## src/rtl/sdc_result_counter.sv

```systemverilog
module sdc_result_counter #(
  parameter int NDIG = 6
) (
  input  logic        clk,
  input  logic        rst_n,
  input  logic        clr,
  input  logic        cnt_en,
  input  logic        cnt_down,
  input  logic [1:0]  wsel,
  input  logic        latch,
  input  logic        show_live,
  output logic        disp_neg,
  output logic        disp_half,
  output logic [15:0] disp_dig,
  output logic        ovr,
  output logic        undr,
  output logic        blank
);
  localparam int CW = 4 * NDIG;

  logic [NDIG-1:0][3:0] cnt, cnt_nxt, mag;
  logic live_neg, live_ovr, live_undr;

  always_comb begin
    logic cy;
    cy = 1'b0;
    cnt_nxt = cnt;
    for (int i = 0; i < NDIG; i++) begin
      if (i == int'(wsel)) cy = cnt_en;
      if (cy) begin
        if (cnt_down) begin
          cnt_nxt[i] = (cnt[i] == 4'd0) ? 4'd9 : cnt[i] - 4'd1;
          cy = (cnt[i] == 4'd0);
        end else begin
          cnt_nxt[i] = (cnt[i] == 4'd9) ? 4'd0 : cnt[i] + 4'd1;
          cy = (cnt[i] == 4'd9);
        end
      end
    end
  end

  always_ff @(posedge clk or negedge rst_n)
    if (!rst_n)    cnt <= '0;
    else if (clr)  cnt <= '0;
    else           cnt <= cnt_nxt;

  assign live_neg = cnt[NDIG-1] >= 4'd5;

  always_comb begin
    logic k;
    logic [3:0] nine;
    k = 1'b1;
    for (int i = 0; i < NDIG; i++) begin
      nine = 4'd9 - cnt[i];
      if (!live_neg)   mag[i] = cnt[i];
      else if (k)      mag[i] = (nine == 4'd9) ? 4'd0 : nine + 4'd1;
      else             mag[i] = nine;
      k = k && (nine == 4'd9);
    end
  end

  always_comb begin
    live_ovr = mag[4] >= 4'd2;
    for (int i = 5; i < NDIG; i++)
      if (mag[i] != 4'd0) live_ovr = 1'b1;
  end

  assign live_undr = (mag[CW/4-1:3] == '0);

  logic [19:0] q_mag;
  logic        q_neg;

  always_ff @(posedge clk or negedge rst_n)
    if (!rst_n) begin
      q_mag <= '0;
      q_neg <= 1'b0;
      ovr   <= 1'b0;
      undr  <= 1'b0;
    end else if (latch) begin
      q_mag <= mag[4:0];
      q_neg <= live_neg;
      ovr   <= live_ovr;
      undr  <= live_undr;
    end

  logic [19:0] s_mag;
  assign s_mag     = show_live ? 20'(mag[4:0]) : q_mag;
  assign blank     = show_live ? live_ovr : ovr;
  assign disp_neg  = show_live ? live_neg : q_neg;
  assign disp_half = blank || (s_mag[19:16] != 4'd0);
  assign disp_dig  = blank ? 16'hFFFF : s_mag[15:0];
endmodule

```

## config.mk

```make
export PLATFORM = sky130hd
export DESIGN_NAME = sdc_result_counter
export DESIGN_NICKNAME = d
export VERILOG_FILES = /design/src/rtl/sdc_result_counter.sv
export SDC_FILE = /design/constraint.sdc
export NUM_CORES = 1
export LEC_CHECK = 0
export CORE_UTILIZATION = 50
export CTS_CLUSTER_SIZE = 30
export DETAILED_ROUTE_END_ITERATION = 12
export PLACE_DENSITY = 0.69
export SYNTH_ARGS = -nofsm -noshare
export SYNTH_HDL_FRONTEND = slang
export SYNTH_SLANG_ARGS = --single-unit
```

## constraint.sdc

```tcl
create_clock -name clk -period 3.9 [get_ports clk]
set_input_delay 0.585 -clock clk [delete_from_list [all_inputs] [get_ports clk]]
set_output_delay 0.585 -clock clk [all_outputs]
set_load 0.05 [all_outputs]
```

==> results.sh, run 1 <==
export IMPL_final_nets=635
export IMPL_drv_cap=0
export IMPL_layout_drive_gt1_share_pct=20.6
export IMPL_synth_xor_area_share_pct=2.97
export IMPL_design_core_area_mm2=0.00830
export IMPL_maxSlewHeadroom_pct=28.8
export IMPL_route_detailed_drc=0
export IMPL_ios=30
export IMPL_clkLatencyLatePin_ps=310
export IMPL_ys_seq_area_share_pct=27.1
export IMPL_dp_cells=674
export IMPL_gp_congestion=0.902
export IMPL_grt_pass1_vias=3671
export IMPL_synth_seq_cells=47
export IMPL_synth_edf_count=0
export IMPL_crit_path_end_kind="primary output"
export IMPL_yosysTopAreaCellShare_pct=27.1
export IMPL_ys_flop_type="dfrtp_1"
export IMPL_min_path_type="in -> async"
export IMPL_slew_violations=0
export IMPL_synth_compound_area_share_pct=25.4
export IMPL_syn_area_per_cell_um2=8.04
export IMPL_synthMuxAreaShare_pct=3.60
export IMPL_synth_nets=590
export IMPL_antenna_found_initial=0
export IMPL_n_fill_cell=743
export IMPL_overflow=0
export IMPL_yosysTopAreaCell="dfrtp_1"
export IMPL_synthArstFlopShare_pct=100
export IMPL_cp_slowest_stage_delay_ps=540
export IMPL_grt_usage_pct=25.5
export IMPL_min_period_over_period_pct=98.3
export IMPL_final_cell_count_no_fill=691
export IMPL_cts_sinks=47
export IMPL_worstPathRequired_ps=3310
export IMPL_place_hpwl_mm=8.10
export IMPL_criticalPathCategory="reg -> out"
export IMPL_fin_util_pct=61.2
export IMPL_die_y_um=95.2
export IMPL_crit_fanout=18
export IMPL_cts_tree="yes"
export IMPL_crit_chain="inv_2, ha_4, nand2b_4, or4_4, or4_4, a31oi_4, a31o_4, nor4_4, buf_12, a22oi_1, buf_4"
export IMPL_area_growth_pct=17.0
export IMPL_grt_max_degree=48
export IMPL_io_buffers=29
export IMPL_syn_area_mm2=0.00434
export IMPL_yosysWarningCount=0
export IMPL_layout_commonest_cell="nor2_1"
export IMPL_cts_buffers=5
export IMPL_synth_cell_types=67
export IMPL_drt_iter0_drc=318
export IMPL_yosys_area_share_adder_pct=11.8
export IMPL_detail_route_antenna_nets=0
export IMPL_num_rows=33
export IMPL_period_needed_ps=3830
export IMPL_final_cell_area_mm2=0.00508
export IMPL_total_power_mw=2.49
export IMPL_finalSetupViolCount=0
export IMPL_wl_per_cell_um=16.2
export IMPL_powerDensity_mw_per_mm2=491
export IMPL_dr_pass1_iters=5
export IMPL_dr_total_vias=4128
export IMPL_wirelength_mm=11.2
export IMPL_ir_drop_v=0.000189
export IMPL_critical_path_arrival_ps=3250
export IMPL_yosys_area_share_simple_pct=22.9
export IMPL_fin_tns_setup_ps=0
export IMPL_final_cell_mix="79 x nor2_1, 57 x buf_4, 48 x a21oi_1, 44 x dfrtp_1, 38 x nand2_1"
export IMPL_start_kind="flip-flop"
export IMPL_synthCells=540
export IMPL_synth_top_family_by_area="compound AO/OA/AOI/OAI gates"
export IMPL_via_per_inst=5.97
export IMPL_clockBufferDepth=2
export IMPL_die_w_um=95.2
export IMPL_clk_pin_slew_ps=110
export IMPL_finClkSkew_ps=13.7
export IMPL_rr_worst_depth=10
export IMPL_grt_pass1_wl_mm=18.1
export IMPL_antennaDiodeCount=0
export IMPL_crit_top_cell="or4_4"
export IMPL_hold_viol=0
export IMPL_cpMaxStageDelayCell="or4_4"
export IMPL_tightest_slew_ps=1070
export IMPL_start_util_pct=52.3
export IMPL_p_leak_nw=2.17
export IMPL_die_area_mm2=0.00906
export IMPL_synth_area_leaders="dfrtp_1 27%, ha_1 12%, nor2_1 6.8%, a21oi_1 5.6%, nand2_1 3.3%"
export IMPL_htreeDepth=2
export IMPL_max_freq_ghz=0.261
export IMPL_status="completed"
export IMPL_place_area_mm2=0.00479
export IMPL_root_buffer="clkbuf_8"
## layer usage
layer / GRT usage, % / routed length [um] / vias up
met1: 38.2 / 5560 / 1969
met2: 38.8 / 4900 / 121
met3: 2.63 / 614 / 12
li1: - / - / 2026
met5: 0 / 0 / -
met4: 6.57 / 107 / 0
## kinds of logic after synthesis
kind of cell,count (synthesis)
mux,15
buf+inv,60
simple gates,200
compound gates,164
xor+xnor,13
flops,47
fa+ha+maj,41
## final timing paths
kind / to / slack (ps) / startpoint
setup / recovery: disp_dig[0] / 70 / cnt[9]$_DFFE_PN0P_
hold / removal: cnt[21]$_DFFE_PN0P_ / 470 / rst_n
setup reg to reg: cnt[21]$_DFFE_PN0P_ / 990 / cnt[2]$_DFFE_PN0P_
hold reg to reg: q_mag[19]$_DFFE_PN0P_ / 520 / q_mag[19]$_DFFE_PN0P_
max in group asynchronous: cnt[12]$_DFFE_PN0P_ / 2700 / rst_n
min in group clk: q_mag[19]$_DFFE_PN0P_ / 520 / q_mag[19]$_DFFE_PN0P_
## registers in the layout, summed over array words and instances, names as in the netlist
| signal | cells |
|---|---|
| q_neg | 1 |
| q_mag | 20 |
| cnt | 24 |
| ovr | 1 |
| undr | 1 |
## Yosys cell counts (4+ instances only)
cell type,number
nor2_1,79
a21oi_1,49
dfrtp_1,47
ha_1,41
nand2_1,38
inv_1,29
o21ai_0,27
clkbuf_1,18
nand3_1,18
a31oi_1,12
nor3_1,12
a21oi_2,10
mux2i_1,10
nand2b_1,10
a211oi_1,9
a22oi_1,8
xnor2_1,8
buf_6,5
mux2_2,5
nor2b_1,5
o211ai_1,5
a311oi_1,4
and3_1,4
nor3b_1,4
nor4_1,4
## metrics by stage
stage	hold slack, ps	setup slack (ps)
final	470	65.1
after global routing	551	-32.8
after CTS	511	14.9
after detailed placement	502	170
after global placement	493	238
after floorplan	289	44.9
## critical path: cells and delay by family, from the launching register on
kind                     cells  cell delay, ps
flip-flops                   1             420
AND/OR/NAND/NOR              4            1260
buffers and inverters        3             520
AO/OA/AOI/OAI                3             510
adder cells (fa/ha/maj)      1             220
## power breakdown
part / total, mW / internal, mW / switching [mW]
sequential: 0.640 / 0.567 / 0.0736
clock: 0.383 / 0.194 / 0.189
combinational: 1.47 / 0.534 / 0.937
## layout make-up
type                            instances  area (um2)  area share, %
Clock buffer                            5        68.8           1.35
Sequential cell                        47        1180           23.2
Clock inverter                          3        46.3          0.911
Tap cell                              105         131           2.59
Timing Repair Buffer                   68         543           10.7
Multi-Input combinational cell        433        3000           59.0
Inverter                               30         113           2.22
## timing repair
action	4_1_cts	5_1_grt
pin swaps	1	1
resized for setup	7	19
endpoints found under the setup margin	18	18
buffers inserted	4	5
hold buffers	0	0
Note: power is estimated with default switching activity, not from simulation.
==> run 2: changes to the inputs <==
--- a/config.mk
+++ b/config.mk
@@ -5,9 +5,11 @@
 export SDC_FILE = /design/constraint.sdc
 export NUM_CORES = 1
 export LEC_CHECK = 0
+export CAP_MARGIN = 15
 export CORE_UTILIZATION = 50
 export CTS_CLUSTER_SIZE = 30
 export DETAILED_ROUTE_END_ITERATION = 12
+export GPL_ROUTABILITY_DRIVEN = 0
 export PLACE_DENSITY = 0.69
 export SYNTH_ARGS = -nofsm -noshare
 export SYNTH_HDL_FRONTEND = slang
==> results.sh, run 2 (synthesized netlist as in run 1, its figures left out) <==
export IMPL_die_y_um=95.2
export IMPL_detail_route_antenna_nets=0
export IMPL_grt_usage_pct=25.5
export IMPL_die_area_mm2=0.00906
export IMPL_grt_pass1_wl_mm=18.1
export IMPL_min_period_over_period_pct=98.3
export IMPL_num_rows=33
export IMPL_whs_ps=123
export IMPL_clkLatencyLatePin_ps=310
export IMPL_ios=30
export IMPL_reg_largest_list="cnt (24), q_mag (20)"
export IMPL_p_leak_nw=2.18
export IMPL_slew_violations=0
export IMPL_layout_setup_ws_ps=64.8
export IMPL_grt_max_degree=48
export IMPL_critical_path_arrival_ps=3250
export IMPL_cts_sinks=47
export IMPL_route_detailed_drc=0
export IMPL_maxSlewHeadroom_pct=41.6
export IMPL_layout_commonest_cell="nor2_1"
export IMPL_final_cell_area_mm2=0.00510
export IMPL_drv_cap=0
export IMPL_tightest_slew_ps=874
export IMPL_design_core_area_mm2=0.00830
export IMPL_grt_pass1_vias=3671
export IMPL_worstPathRequired_ps=3310
export IMPL_ir_drop_v=0.000187
export IMPL_criticalPathCategory="reg -> out"
export IMPL_pre_cts_ws_ps=170
export IMPL_place_area_mm2=0.00479
export IMPL_max_freq_ghz=0.261
export IMPL_io_buffers=29
export IMPL_period_needed_ps=3840
export IMPL_crit_fanout=18
export IMPL_crit_path_end_kind="primary output"
export IMPL_htreeDepth=2
export IMPL_finClkSkew_ps=10.9
export IMPL_overflow=0
export IMPL_antenna_found_initial=0
export IMPL_powerDensity_mw_per_mm2=489
export IMPL_wl_per_cell_um=16.2
export IMPL_min_path_type="in -> async"
export IMPL_dr_pass1_iters=5
export IMPL_largest_register_ff_count=24
export IMPL_antennaDiodeCount=0
export IMPL_layout_drive_gt1_share_pct=20.8
export IMPL_place_hpwl_mm=8.10
export IMPL_final_cell_mix="79 x nor2_1, 57 x buf_4, 48 x a21oi_1, 44 x dfrtp_1, 38 x nand2_1"
export IMPL_dr_total_vias=4112
export IMPL_finalSetupViolCount=0
export IMPL_regMostFlops="cnt"
export IMPL_area_growth_pct=17.5
export IMPL_drt_iter0_drc=305
export IMPL_clockBufferDepth=2
export IMPL_final_nets=636
export IMPL_via_per_inst=5.94
export IMPL_hold_viol=0
export IMPL_root_buffer="clkbuf_8"
export IMPL_wirelength_mm=11.2
export IMPL_status="completed"
export IMPL_start_util_pct=52.3
export IMPL_cts_tree="yes"
export IMPL_clk_pin_slew_ps=100
export IMPL_start_kind="flip-flop"
export IMPL_die_w_um=95.2
export IMPL_cts_buffers=5
-- run 2: cell count changes in the layout (fill, tap and decap cells not counted) --
cell / previous run / this run
buf_12: 1 / 2
-- run 2: layout make-up --
type,count,area (um2)
clock buffer,5,68.8
clock inverter,3,46.3
fill,741,3200
inverter,30,113
multi-input combinational,433,3000
sequential,47,1180
tap,105,131
timing repair buffer,69,563
-- run 2: critical path: stages (launching register included) --
cell,delay (ps)
dfrtp_1,420
inv_2,130
ha_4,220
nand2b_4,160
or4_4,540
or4_4,510
a31oi_4,220
a31o_4,140
nor4_4,50
buf_12,160
a22oi_1,150
buf_4,230
-- run 2: final timing paths --
path | startpoint | to | slack (ps) | cells past startpoint
setup / recovery | cnt[9]$_DFFE_PN0P_ | disp_dig[0] | 60 | 11
hold / removal | rst_n | cnt[23]$_DFFE_PN0P_ | 120 | 1
setup reg to reg | cnt[2]$_DFFE_PN0P_ | cnt[21]$_DFFE_PN0P_ | 1000 | 10
hold reg to reg | q_mag[19]$_DFFE_PN0P_ | q_mag[19]$_DFFE_PN0P_ | 520 | 1
max in group asynchronous | rst_n | cnt[12]$_DFFE_PN0P_ | 3270 | 2
min in group clk | q_mag[19]$_DFFE_PN0P_ | q_mag[19]$_DFFE_PN0P_ | 520 | 1
-- run 2: routing by layer --
metal | track usage (%) | share of wire (%) | vias to the layer above | routed length, um
met5 | 0 | 0 | - | 0
met4 | 6.57 | 0.95 | 0 | 106
met3 | 2.63 | 4.8 | 12 | 541
met2 | 38.8 | 44 | 105 | 4920
met1 | 38.2 | 50 | 1966 | 5640
li1 | - | - | 2029 | -
-- run 2: repair_timing --
| action | in CTS | in global routing |
|---|---|---|
| resized for setup | 7 | 19 |
| pin swaps | 1 | 1 |
| setup buffers | 4 | 5 |
| hold buffers | 0 | 0 |
| endpoints found under the setup margin | 18 | 18 |
| gates cloned | 0 | 0 |
-- run 2: metrics by stage --
stage | util, % | setup TNS [ps] | power [mW] | instances
finish | 61.5 | 0 | 2.49 | 692
global placement | 57.7 | 0 | 2.02 | 674
floorplan | - | 0 | 1.65 | 540
CTS | 59.7 | 0 | 2.43 | 686
global route | 61.5 | -66.7 | 2.65 | 692
detailed placement | 57.7 | 0 | 2.04 | 674
-- run 2: power breakdown --
group          switching [mW]  leakage [nW]  internal [mW]
clock                   0.187        0.0548          0.193
sequential             0.0739         0.603          0.567
combinational           0.936          1.52          0.536
total                    1.20          2.18           1.30
